<file path="config.mk">
export PLATFORM = sky130hd
export DESIGN_NAME = dbg_jtag_tap
export DESIGN_NICKNAME = d
export VERILOG_FILES = /design/src/rtl/dbg_tap_pkg.sv /design/src/rtl/dbg_tap_fsm.sv /design/src/rtl/dbg_tap_ir.sv /design/src/rtl/dbg_tap_dr.sv /design/src/rtl/dbg_tap_dmi.sv /design/src/rtl/dbg_jtag_tap.sv
export SDC_FILE = /design/constraint.sdc
export NUM_CORES = 1
export LEC_CHECK = 0
export ABC_CLOCK_PERIOD_IN_PS = 4340
export BUFFER_PORTS_ARGS = -buffer_cell sky130_fd_sc_hd__buf_2
export CELL_PAD_IN_SITES_DETAIL_PLACEMENT = 1
export CELL_PAD_IN_SITES_GLOBAL_PLACEMENT = 1
export CORE_MARGIN = 3
export CORE_UTILIZATION = 46
export DETAILED_ROUTE_END_ITERATION = 8
export PLACE_DENSITY = 0.82
export SYNTH_ARGS = -nofsm -noshare
export SYNTH_HDL_FRONTEND = slang
export SYNTH_SLANG_ARGS = --single-unit
</file>
<file path="constraint.sdc">
create_clock -name tck -period 4.34 [get_ports tck]
set_input_delay 0.434 -clock tck [delete_from_list [all_inputs] [get_ports tck]]
set_output_delay 0.434 -clock tck [all_outputs]
set_load 0.005 [all_outputs]
</file>
<file path="src/rtl/dbg_tap_pkg.sv">
package dbg_tap_pkg;

   localparam int IR_W       = 5;
   localparam int DMI_DATA_W = 32;
   localparam int DMI_OP_W   = 2;
   localparam int DTMCS_W    = 32;

   localparam logic [IR_W-1:0] INS_IDCODE  = 5'h01;
   localparam logic [IR_W-1:0] INS_DTMCS   = 5'h10;
   localparam logic [IR_W-1:0] INS_DMI     = 5'h11;
   localparam logic [IR_W-1:0] INS_BYPASS  = 5'h1F;
   localparam logic [IR_W-1:0] IR_CAP_PAT  = 5'b00001;

   localparam logic [DMI_OP_W-1:0] OP_NOP    = 2'd0;
   localparam logic [DMI_OP_W-1:0] OP_READ   = 2'd1;
   localparam logic [DMI_OP_W-1:0] OP_WRITE  = 2'd2;
   localparam logic [1:0]          STAT_OK   = 2'd0;
   localparam logic [1:0]          STAT_BUSY = 2'd3;

   localparam int DTMCS_CLR_BIT = 16;

   typedef enum logic [3:0] {
      ST_EX2DR = 4'h0,
      ST_EX1DR = 4'h1,
      ST_SHDR  = 4'h2,
      ST_PDR   = 4'h3,
      ST_SELIR = 4'h4,
      ST_UPDR  = 4'h5,
      ST_CAPDR = 4'h6,
      ST_SELDR = 4'h7,
      ST_EX2IR = 4'h8,
      ST_EX1IR = 4'h9,
      ST_SHIR  = 4'hA,
      ST_PIR   = 4'hB,
      ST_IDLE  = 4'hC,
      ST_UPIR  = 4'hD,
      ST_CAPIR = 4'hE,
      ST_RESET = 4'hF
   } tap_state_e;

   typedef enum logic [1:0] {
      SEL_BYPASS,
      SEL_IDCODE,
      SEL_DTMCS,
      SEL_DMI
   } dr_sel_e;

endpackage

</file>
<file path="src/rtl/dbg_tap_fsm.sv">
module dbg_tap_fsm
   import dbg_tap_pkg::*;
(
   input  logic       tck,
   input  logic       tms,
   output tap_state_e state_o
);

   tap_state_e state_q = ST_RESET;
   tap_state_e state_d;

   always_comb begin
      state_d = ST_RESET;
      case (state_q)
         ST_RESET : state_d = tms ? ST_RESET : ST_IDLE;
         ST_IDLE  : state_d = tms ? ST_SELDR : ST_IDLE;
         ST_SELDR : state_d = tms ? ST_SELIR : ST_CAPDR;
         ST_CAPDR : state_d = tms ? ST_EX1DR : ST_SHDR;
         ST_SHDR  : state_d = tms ? ST_EX1DR : ST_SHDR;
         ST_EX1DR : state_d = tms ? ST_UPDR  : ST_PDR;
         ST_PDR   : state_d = tms ? ST_EX2DR : ST_PDR;
         ST_EX2DR : state_d = tms ? ST_UPDR  : ST_SHDR;
         ST_UPDR  : state_d = tms ? ST_SELDR : ST_IDLE;
         ST_SELIR : state_d = tms ? ST_RESET : ST_CAPIR;
         ST_CAPIR : state_d = tms ? ST_EX1IR : ST_SHIR;
         ST_SHIR  : state_d = tms ? ST_EX1IR : ST_SHIR;
         ST_EX1IR : state_d = tms ? ST_UPIR  : ST_PIR;
         ST_PIR   : state_d = tms ? ST_EX2IR : ST_PIR;
         ST_EX2IR : state_d = tms ? ST_UPIR  : ST_SHIR;
         ST_UPIR  : state_d = tms ? ST_SELDR : ST_IDLE;
         default  : state_d = ST_RESET;
      endcase
   end

   always_ff @(posedge tck) begin
      state_q <= state_d;
   end

   assign state_o = state_q;

endmodule

</file>
<file path="src/rtl/dbg_tap_ir.sv">
module dbg_tap_ir
   import dbg_tap_pkg::*;
(
   input  logic            tck,
   input  logic            tdi,
   input  tap_state_e      state,
   output logic [IR_W-1:0] ir_o,
   output logic            ir_lsb_o
);

   logic [IR_W-1:0] ir_sh = IR_CAP_PAT;
   logic [IR_W-1:0] ir_q  = INS_IDCODE;

   always_ff @(posedge tck) begin
      case (state)
         ST_CAPIR : ir_sh <= IR_CAP_PAT;
         ST_SHIR  : ir_sh <= {tdi, ir_sh[IR_W-1:1]};
         default  : ir_sh <= ir_sh;
      endcase
   end

   always_ff @(posedge tck) begin
      if (state == ST_RESET)
         ir_q <= INS_IDCODE;
      else if (state == ST_UPIR)
         ir_q <= ir_sh;
   end

   assign ir_o     = ir_q;
   assign ir_lsb_o = ir_sh[0];

endmodule

</file>
<file path="src/rtl/dbg_tap_dr.sv">
module dbg_tap_dr
   import dbg_tap_pkg::*;
#(
   parameter int          ABITS      = 7,
   parameter logic [31:0] IDCODE_VAL = 32'h1000_2FFF,
   localparam int         DR_W       = ABITS + DMI_DATA_W + DMI_OP_W
)(
   input  logic               tck,
   input  logic               tdi,
   input  tap_state_e         state,
   input  logic [IR_W-1:0]    ir,
   input  logic               ir_lsb,
   input  logic [DTMCS_W-1:0] dtmcs_cap,
   input  logic [DR_W-1:0]    dmi_cap,
   output logic [DR_W-1:0]    dr_o,
   output logic               tdo_o,
   output logic               tdo_oe_o,
   output logic               upd_dmi_o,
   output logic               upd_dtmcs_o
);

   localparam int LW = $clog2(DR_W + 1);

   dr_sel_e           sel;
   logic [LW-1:0]     dr_len;
   logic [DR_W-1:0]   cap_val;
   logic [DR_W-1:0]   sh_next;
   logic [DR_W-1:0]   dr_q  = '0;
   logic              tdo_q = 1'b0;
   logic              oe_q  = 1'b0;

   always_comb begin
      case (ir)
         INS_IDCODE : sel = SEL_IDCODE;
         INS_DTMCS  : sel = SEL_DTMCS;
         INS_DMI    : sel = SEL_DMI;
         default    : sel = SEL_BYPASS;
      endcase
   end

   always_comb begin
      case (sel)
         SEL_IDCODE : begin dr_len = LW'(32);      cap_val = DR_W'(IDCODE_VAL); end
         SEL_DTMCS  : begin dr_len = LW'(DTMCS_W); cap_val = DR_W'(dtmcs_cap);  end
         SEL_DMI    : begin dr_len = LW'(DR_W);    cap_val = dmi_cap;           end
         default    : begin dr_len = LW'(1);       cap_val = '0;                end
      endcase
   end

   // Serial input enters at bit (length-1) of the selected register.
   generate
      for (genvar i = 0; i < DR_W - 1; i++) begin : g_sh
         assign sh_next[i] = (dr_len == LW'(i + 1)) ? tdi : dr_q[i+1];
      end
   endgenerate
   assign sh_next[DR_W-1] = tdi;

   always_ff @(posedge tck) begin
      if (state == ST_CAPDR)
         dr_q <= cap_val;
      else if (state == ST_SHDR)
         dr_q <= sh_next;
   end

   always_ff @(negedge tck) begin
      if (state == ST_SHDR) begin
         tdo_q <= dr_q[0];
         oe_q  <= 1'b1;
      end else if (state == ST_SHIR) begin
         tdo_q <= ir_lsb;
         oe_q  <= 1'b1;
      end else begin
         tdo_q <= 1'b0;
         oe_q  <= 1'b0;
      end
   end

   assign dr_o        = dr_q;
   assign tdo_o       = tdo_q;
   assign tdo_oe_o    = oe_q;
   assign upd_dmi_o   = (state == ST_UPDR) && (sel == SEL_DMI);
   assign upd_dtmcs_o = (state == ST_UPDR) && (sel == SEL_DTMCS);

endmodule

</file>
<file path="src/rtl/dbg_tap_dmi.sv">
module dbg_tap_dmi
   import dbg_tap_pkg::*;
#(
   parameter int          ABITS   = 7,
   parameter logic [3:0]  VERSION = 4'd1,
   localparam int         DR_W    = ABITS + DMI_DATA_W + DMI_OP_W
)(
   input  logic                  tck,
   input  logic                  upd_dmi,
   input  logic                  upd_dtmcs,
   input  logic [DR_W-1:0]       dr,
   input  logic                  req_ready,
   input  logic                  rsp_valid,
   input  logic [DMI_DATA_W-1:0] rsp_data,
   input  logic [1:0]            rsp_status,
   output logic                  req_valid_o,
   output logic [ABITS-1:0]      req_addr_o,
   output logic [DMI_DATA_W-1:0] req_data_o,
   output logic [DMI_OP_W-1:0]   req_op_o,
   output logic [DTMCS_W-1:0]    dtmcs_cap_o,
   output logic [DR_W-1:0]       dmi_cap_o,
   output logic                  pending_o,
   output logic [1:0]            dmistat_o
);

   logic [DMI_OP_W-1:0]   in_op;
   logic [DMI_DATA_W-1:0] in_data;
   logic [ABITS-1:0]      in_addr;
   logic                  op_active, launch, collide, rsp_take;

   logic                  req_valid_q = 1'b0;
   logic [ABITS-1:0]      req_addr_q  = '0;
   logic [DMI_DATA_W-1:0] req_data_q  = '0;
   logic [DMI_OP_W-1:0]   req_op_q    = OP_NOP;
   logic                  pending_q   = 1'b0;
   logic [1:0]            stat_q      = STAT_OK;
   logic [DMI_DATA_W-1:0] rdata_q     = '0;

   assign in_op     = dr[DMI_OP_W-1:0];
   assign in_data   = dr[DMI_OP_W +: DMI_DATA_W];
   assign in_addr   = dr[DR_W-1 -: ABITS];
   assign op_active = (in_op == OP_READ) || (in_op == OP_WRITE);
   assign launch    = upd_dmi && op_active && !pending_q;
   assign collide   = upd_dmi && op_active && pending_q;
   assign rsp_take  = rsp_valid && pending_q;

   always_ff @(posedge tck) begin
      if (launch) begin
         req_valid_q <= 1'b1;
         req_addr_q  <= in_addr;
         req_data_q  <= in_data;
         req_op_q    <= in_op;
      end else if (req_valid_q && req_ready) begin
         req_valid_q <= 1'b0;
      end
   end

   always_ff @(posedge tck) begin
      if (launch)
         pending_q <= 1'b1;
      else if (rsp_take)
         pending_q <= 1'b0;
      if (rsp_take)
         rdata_q <= rsp_data;
   end

   always_ff @(posedge tck) begin
      if (upd_dtmcs && dr[DTMCS_CLR_BIT])
         stat_q <= STAT_OK;
      else if (collide)
         stat_q <= STAT_BUSY;
      else if (rsp_take && (stat_q == STAT_OK))
         stat_q <= rsp_status;
   end

   assign dtmcs_cap_o = {20'd0, stat_q, 6'(ABITS), VERSION};
   assign dmi_cap_o   = {req_addr_q, rdata_q, (pending_q ? STAT_BUSY : stat_q)};
   assign req_valid_o = req_valid_q;
   assign req_addr_o  = req_addr_q;
   assign req_data_o  = req_data_q;
   assign req_op_o    = req_op_q;
   assign pending_o   = pending_q;
   assign dmistat_o   = stat_q;

endmodule

</file>
<file path="src/rtl/dbg_jtag_tap.sv">
module dbg_jtag_tap
   import dbg_tap_pkg::*;
#(
   parameter int          ABITS       = 7,
   parameter logic [31:0] IDCODE_VAL  = 32'h1000_2FFF,
   parameter logic [3:0]  DTM_VERSION = 4'd1
)(
   input  logic             tck,
   input  logic             tms,
   input  logic             tdi,
   output logic             tdo,
   output logic             tdo_oe,
   output logic             dmi_req_valid,
   input  logic             dmi_req_ready,
   output logic [ABITS-1:0] dmi_req_addr,
   output logic [31:0]      dmi_req_data,
   output logic [1:0]       dmi_req_op,
   input  logic             dmi_rsp_valid,
   input  logic [31:0]      dmi_rsp_data,
   input  logic [1:0]       dmi_rsp_status
);

   localparam int DR_W = ABITS + DMI_DATA_W + DMI_OP_W;

   generate
      if (ABITS < 1 || ABITS > 32) begin : g_bad_abits
         $error("dbg_jtag_tap: ABITS must lie in 1..32");
      end
      if (IDCODE_VAL[0] != 1'b1) begin : g_bad_idcode
         $error("dbg_jtag_tap: identifier bit 0 must be 1");
      end
   endgenerate

   tap_state_e         state;
   logic [IR_W-1:0]    ir_q;
   logic               ir_lsb;
   logic [DR_W-1:0]    dr_q;
   logic [DTMCS_W-1:0] dtmcs_cap;
   logic [DR_W-1:0]    dmi_cap;
   logic               upd_dmi, upd_dtmcs;
   logic               pending;
   logic [1:0]         dmistat;

   dbg_tap_fsm u_fsm (
      .tck     (tck),
      .tms     (tms),
      .state_o (state)
   );

   dbg_tap_ir u_ir (
      .tck      (tck),
      .tdi      (tdi),
      .state    (state),
      .ir_o     (ir_q),
      .ir_lsb_o (ir_lsb)
   );

   dbg_tap_dr #(.ABITS(ABITS), .IDCODE_VAL(IDCODE_VAL)) u_dr (
      .tck         (tck),
      .tdi         (tdi),
      .state       (state),
      .ir          (ir_q),
      .ir_lsb      (ir_lsb),
      .dtmcs_cap   (dtmcs_cap),
      .dmi_cap     (dmi_cap),
      .dr_o        (dr_q),
      .tdo_o       (tdo),
      .tdo_oe_o    (tdo_oe),
      .upd_dmi_o   (upd_dmi),
      .upd_dtmcs_o (upd_dtmcs)
   );

   dbg_tap_dmi #(.ABITS(ABITS), .VERSION(DTM_VERSION)) u_dmi (
      .tck         (tck),
      .upd_dmi     (upd_dmi),
      .upd_dtmcs   (upd_dtmcs),
      .dr          (dr_q),
      .req_ready   (dmi_req_ready),
      .rsp_valid   (dmi_rsp_valid),
      .rsp_data    (dmi_rsp_data),
      .rsp_status  (dmi_rsp_status),
      .req_valid_o (dmi_req_valid),
      .req_addr_o  (dmi_req_addr),
      .req_data_o  (dmi_req_data),
      .req_op_o    (dmi_req_op),
      .dtmcs_cap_o (dtmcs_cap),
      .dmi_cap_o   (dmi_cap),
      .pending_o   (pending),
      .dmistat_o   (dmistat)
   );

endmodule

</file>
; Word level (Yosys, flattened, before mapping)
; Index checks and enable logic that the tools add are counted.
[totals]
input_bits = 39
register_bits = 134
output_inout_bits = 44
[classes]
n_mux = 65
n_eq_ne = 63
reduce_logical = 20
[ops]
columns = cell, n
row1 = $pmux 41 s3, 1
row2 = $eq 6x5->1 const B, 16
row3 = $mux 41, 2
row4 = $eq 6x6->1 const B, 9
row5 = $eq 6x4->1 const B, 8
row6 = $pmux 4 s12, 1
row7 = $mux 1, 44
row8 = $eq 4x4->1 const B, 8
row9 = $eq 6x3->1 const B, 4
row10 = $mux 2, 9
row11 = $eq 4x3->1 const B, 4
row12 = $eq 6x2->1 const B, 2
row13 = $mux 3, 4
row14 = $pmux 6 s2, 1
row15 = $eq 5x5->1 const B, 2
row16 = $pmux 5 s2, 1
row17 = $logic_and 1x1->1, 9
row18 = $eq 4x2->1 const B, 2
row19 = $eq 2x2->1 const B, 3
row20 = $eq 6x1->1 const B, 1
row21 = $pmux 2 s3, 1
row22 = $reduce_bool 2->1, 3
row23 = $reduce_or 2->1, 3
row24 = $eq 5x1->1 const B, 1
row25 = 8 further kinds, 9

; Longest topological paths before layout
[logic_depth]
word_depth = 9
depth_mapped = 7

; Cells and area by module
; A second synthesis with hierarchy kept.
[unflattened]
hier_cells = 396
hier_area_um2 = 5723.0
[by_module_without_submodules]
columns = module, n_inst, area_per_inst_um2, seq_area_each_um2, cells_per_inst
row1 = dbg_tap_dmi, 1, 2670.1, 2272.2, 135
row2 = dbg_tap_dr, 1, 2456.1, 1271.2, 212
row3 = dbg_tap_ir, 1, 424.2, 250.2, 30
row4 = dbg_tap_fsm, 1, 172.7, 80.1, 19

==> results.txt <==
----------------------------------------------------
[Status]
  Outcome ... finished clean

[Floorplan]
  Die ar. ... 12500 sq um
  Horiz. Die Dim ... 112 um
  Die Y-Extent ... between 100 and 150 um
  Initial Util ... between 40% and 50%
  Cell row count ... 37
  Area inside the core boundary ... 10600 sq um
  Top-level port count ... between 80 and 90

[Layout]
  Area grow syn2layout ... 20.4%
  Layout cells sized above 1 ... 26.1%
  Post-layout net count ... between 400 and 500
  Commonest cells after routing, fill and taps aside ... sky130_fd_sc_hd__edfxtp_1, sky130_fd_sc_hd__buf_2, sky130_fd_sc_hd__nand2_1
  Number of antenna cells inserted ... 0
  Final design area excluding fillers ... between 6000 and 7000 sq um
  Most common cell after layout, fill and taps aside ... sky130_fd_sc_hd__edfxtp_1

[Critical path]
  Kind of critical path ... reg -> out
  Buffers plus inverters on the worst setup path ... 1
  Type of origin of the critical path ... register
  Cell family with most CP delay ... flip-flops
  Cell at the slowest stage of the critical path ... sky130_fd_sc_hd__dfxtp_1
  List of cells traversed by the critical path ... buf_2
  Arrival time of data at the critical path endpoint ... approximately 3.1 ns
  Critical Path Fanout Max ... 1
  Required time of the worst setup path ... approximately 3.9 ns
  Endpoint class of the critical path ... primary output
  Worst path max stage delay ... approximately 0.28 ns

[Global route]
  Total congestion overflow after global routing ... 0
  GRT Resource Usage Total ... 19.8%
  Global-route met3 utilization ... about 5.3%
  Number of antenna violations at the first check in global routing ... 0
  GR peak layer ... met2
  Via count of the first global-routing pass ... 3445
  Largest net degree at the start of global routing ... 43
  Met2 demand-to-capacity share in global routing ... 34.8%
  Wire length of the first global-routing pass ... roughly 19000 um
  Met1 track utilization from global routing ... 22.9%

[Logic synthesis]
  Flop and latch count out of synthesis ... ~130
  Syn nets ... 410
  Proportion of register bits with asynchronous set or reset after synthesis ... 0%
  Share of cell area taken by muxes after synthesis ... less than 1%
  Average cell area after synthesis ... approximately 14 sq um
  Area fraction in and, or, nand and nor cells after synthesis ... between 10% and 20%
  Area of the mapped netlist ... 5150 sq um
  Fraction of the yosys area taken by sequential cells ... roughly 75%
  Yosys warning count ... 0
  Complex-gate fraction of the synthesized area ... ~8.9%
  Xor and xnor fraction of the mapped netlist area ... less than 1%
  Top flip-flop cell by instance count after synthesis ... sky130_fd_sc_hd__edfxtp_1
  Area share of fa/ha/maj cells after synthesis ... 0.729%
  Synth top area share ... 69.4%
  Count of flip-flops with a built-in enable after synthesis ... approximately 120
  Distinct cells, synth ... 50
  Dominant cell type by area after synthesis ... sky130_fd_sc_hd__edfxtp_1
  Dominant combinational cell family by area after synthesis ... simple AND/OR/NAND/NOR gates
  Synthesized instance count ... 368
  Biggest area contributors in the synthesized netlist ... sky130_fd_sc_hd__edfxtp_1, sky130_fd_sc_hd__dfxtp_1, sky130_fd_sc_hd__nand2_1, sky130_fd_sc_hd__o21ai_0, sky130_fd_sc_hd__nor2_1

[Drt]
  Iter 0 DRT Violations ... approximately 250
  Number of remaining DRC errors ... 0
  Post-detailed-routing wire length ... between 10000 and 15000 um
  Number of optimization iterations in the first detailed-route pass ... 4
  Detailed-route wire length per cell ... a little under 20 um
  Remaining number of nets flagged by the antenna check after routing ... 0
  Vias per Instance ... 5.47
  Number of vias after detailed routing ... approximately 3300

[Power]
  LEAKAGE ... 2.26 nW
  Power density over cell area ... 628 nW/um^2
  Worst IR drop on VDD ... just under 400 uV

[Clocking]
  Clock slew seen by the registers of the worst setup and hold paths ... 0.06 ns
  Count of buffers added by post-CTS timing repair for setup ... 0
  Count of hold-fix buffers inserted at cts ... 0
  Root Buffer ... sky130_fd_sc_hd__clkbuf_8
  Maximum level of the CTS H-tree ... 4
  CTS Buf Count ... 17
  Buffers from clock root to sink, at most ... 2
  CTS tree ... yes
  Number of clock sinks ... roughly 130
  Clock latency on the worst-skew pair ... about 0.53 ns
  Cts repair resizes ... 0

[Placed design]
  Total of buffers placed on input and output ports ... around 80
  Placed wire-length estimate ... around 7700 um
  DP Area ... 5640 sq um
  Weighted congestion at the end of routability-driven global placement ... ~0.8

[STA]
  Setup repair after global routing missed its margin ... no
  Setup total negative slack ... 0 ns
  Count of final setup violators ... 0
  Worst Clk Skew ... 0.0276 ns
  Pin slew with the least headroom to its limit ... around 1.3 ns
  Slew margin rel. ... approximately 16%
  Final hold violation count ... 0
  Number of pins exceeding their max-slew limit in the final report ... 0

[Job]
  Max cap viols ... 0

[Worst hold path]
  Min-Delay Path Class ... in -> reg

----------------------------------------------------
## final timing paths
kind / slack, ns / depth (start not counted) / end / startpoint
max: 0.84 / 1 / tdo_oe / u_dr.tdo_oe_o$_SDFF_NP1_
min: 0.08 / 1 / u_dmi.rdata_q[9]$_DFFE_PP_ / dmi_rsp_data[9]
max reg2reg: 1.01 / 2 / u_dr.tdo_o$_DFF_N_ / u_fsm.state_o[1]$_DFF_P_
min reg2reg: 0.45 / 0 / u_dmi.req_addr_o[3]$_DFFE_PP_ / u_dr.dr_o[37]$_DFFE_PN_
## report_power, final
part           internal (mW)  switching [mW]
clock                  0.863           0.514
combinational          0.233           0.429
sequential              1.68           0.176
total                   2.78            1.12
## layer usage
layer  up-vias  routed length (um)
met5         -                   0
met2        81                6100
met3        18                 599
li1       1517                   -
met4         0                 227
met1      1642                4750
## final cells by class
class	count	area [sq um]
Clock buffer	19	422
Clock inverter	15	144
Fill cell	1058	4400
Inverter	8	30.0
Multi-Input combinational cell	199	1130
Sequential cell	134	3870
Tap cell	136	170
Timing Repair Buffer	85	433
## state kept, by name, indices dropped and copies added (netlist names)
| register | flops |
|---|---|
| u_ir.ir_o | 5 |
| u_dmi.pending_o | 1 |
| u_dr.tdo_o | 1 |
| u_dr.dr_o | 41 |
| u_dmi.dmistat_o | 2 |
| u_dmi.req_valid_o | 1 |
| u_dmi.req_addr_o | 7 |
| u_dr.tdo_oe_o | 1 |
| u_ir.ir_sh | 5 |
| u_dmi.req_op_o | 2 |
| u_fsm.state_o | 4 |
| u_dmi.rdata_q | 32 |
| u_dmi.req_data_o | 32 |
## cells by family (layout without fill, tap and decap cells)
kind of cell / after synthesis / in the layout
DFF: 134 / 134
buffers and inverters: 35 / 127
adders and majority gates: 3 / 3
xor gates and xnor gates: 1 / 1
muxes: 3 / 3
and+or+nand+nor: 120 / 120
AOI/OAI and AO/OA: 72 / 72
## Yosys cell counts (2+ instances only)
cell	number
sky130_fd_sc_hd__a21oi_1	5
sky130_fd_sc_hd__a22oi_1	3
sky130_fd_sc_hd__a31oi_1	3
sky130_fd_sc_hd__and2_1	5
sky130_fd_sc_hd__buf_4	7
sky130_fd_sc_hd__clkbuf_1	16
sky130_fd_sc_hd__dfxtp_1	15
sky130_fd_sc_hd__edfxtp_1	119
sky130_fd_sc_hd__ha_1	3
sky130_fd_sc_hd__inv_1	8
sky130_fd_sc_hd__mux2i_1	3
sky130_fd_sc_hd__nand2_1	65
sky130_fd_sc_hd__nand2b_1	7
sky130_fd_sc_hd__nand3_1	5
sky130_fd_sc_hd__nand4_1	4
sky130_fd_sc_hd__nor2_1	19
sky130_fd_sc_hd__nor3_1	2
sky130_fd_sc_hd__o211ai_1	3
sky130_fd_sc_hd__o21ai_0	34
sky130_fd_sc_hd__o22a_1	5
sky130_fd_sc_hd__o22ai_1	2
sky130_fd_sc_hd__o31ai_1	6
sky130_fd_sc_hd__or4_1	2
## through the flow
step	setup WS, ns	util (%)	cells	hold WS [ns]	power, mW
global route	0.801	58.5	596	0.0530	4.11
CTS	0.811	58.5	596	0.0525	3.93
floorplan	1.06	-	368	0.420	2.31
finish	0.840	58.5	596	0.0803	3.89
detailed placement	1.04	53.2	563	0.436	2.54
global placement	1.11	53.2	563	0.432	2.47
Power figures use the tool's default switching activity.
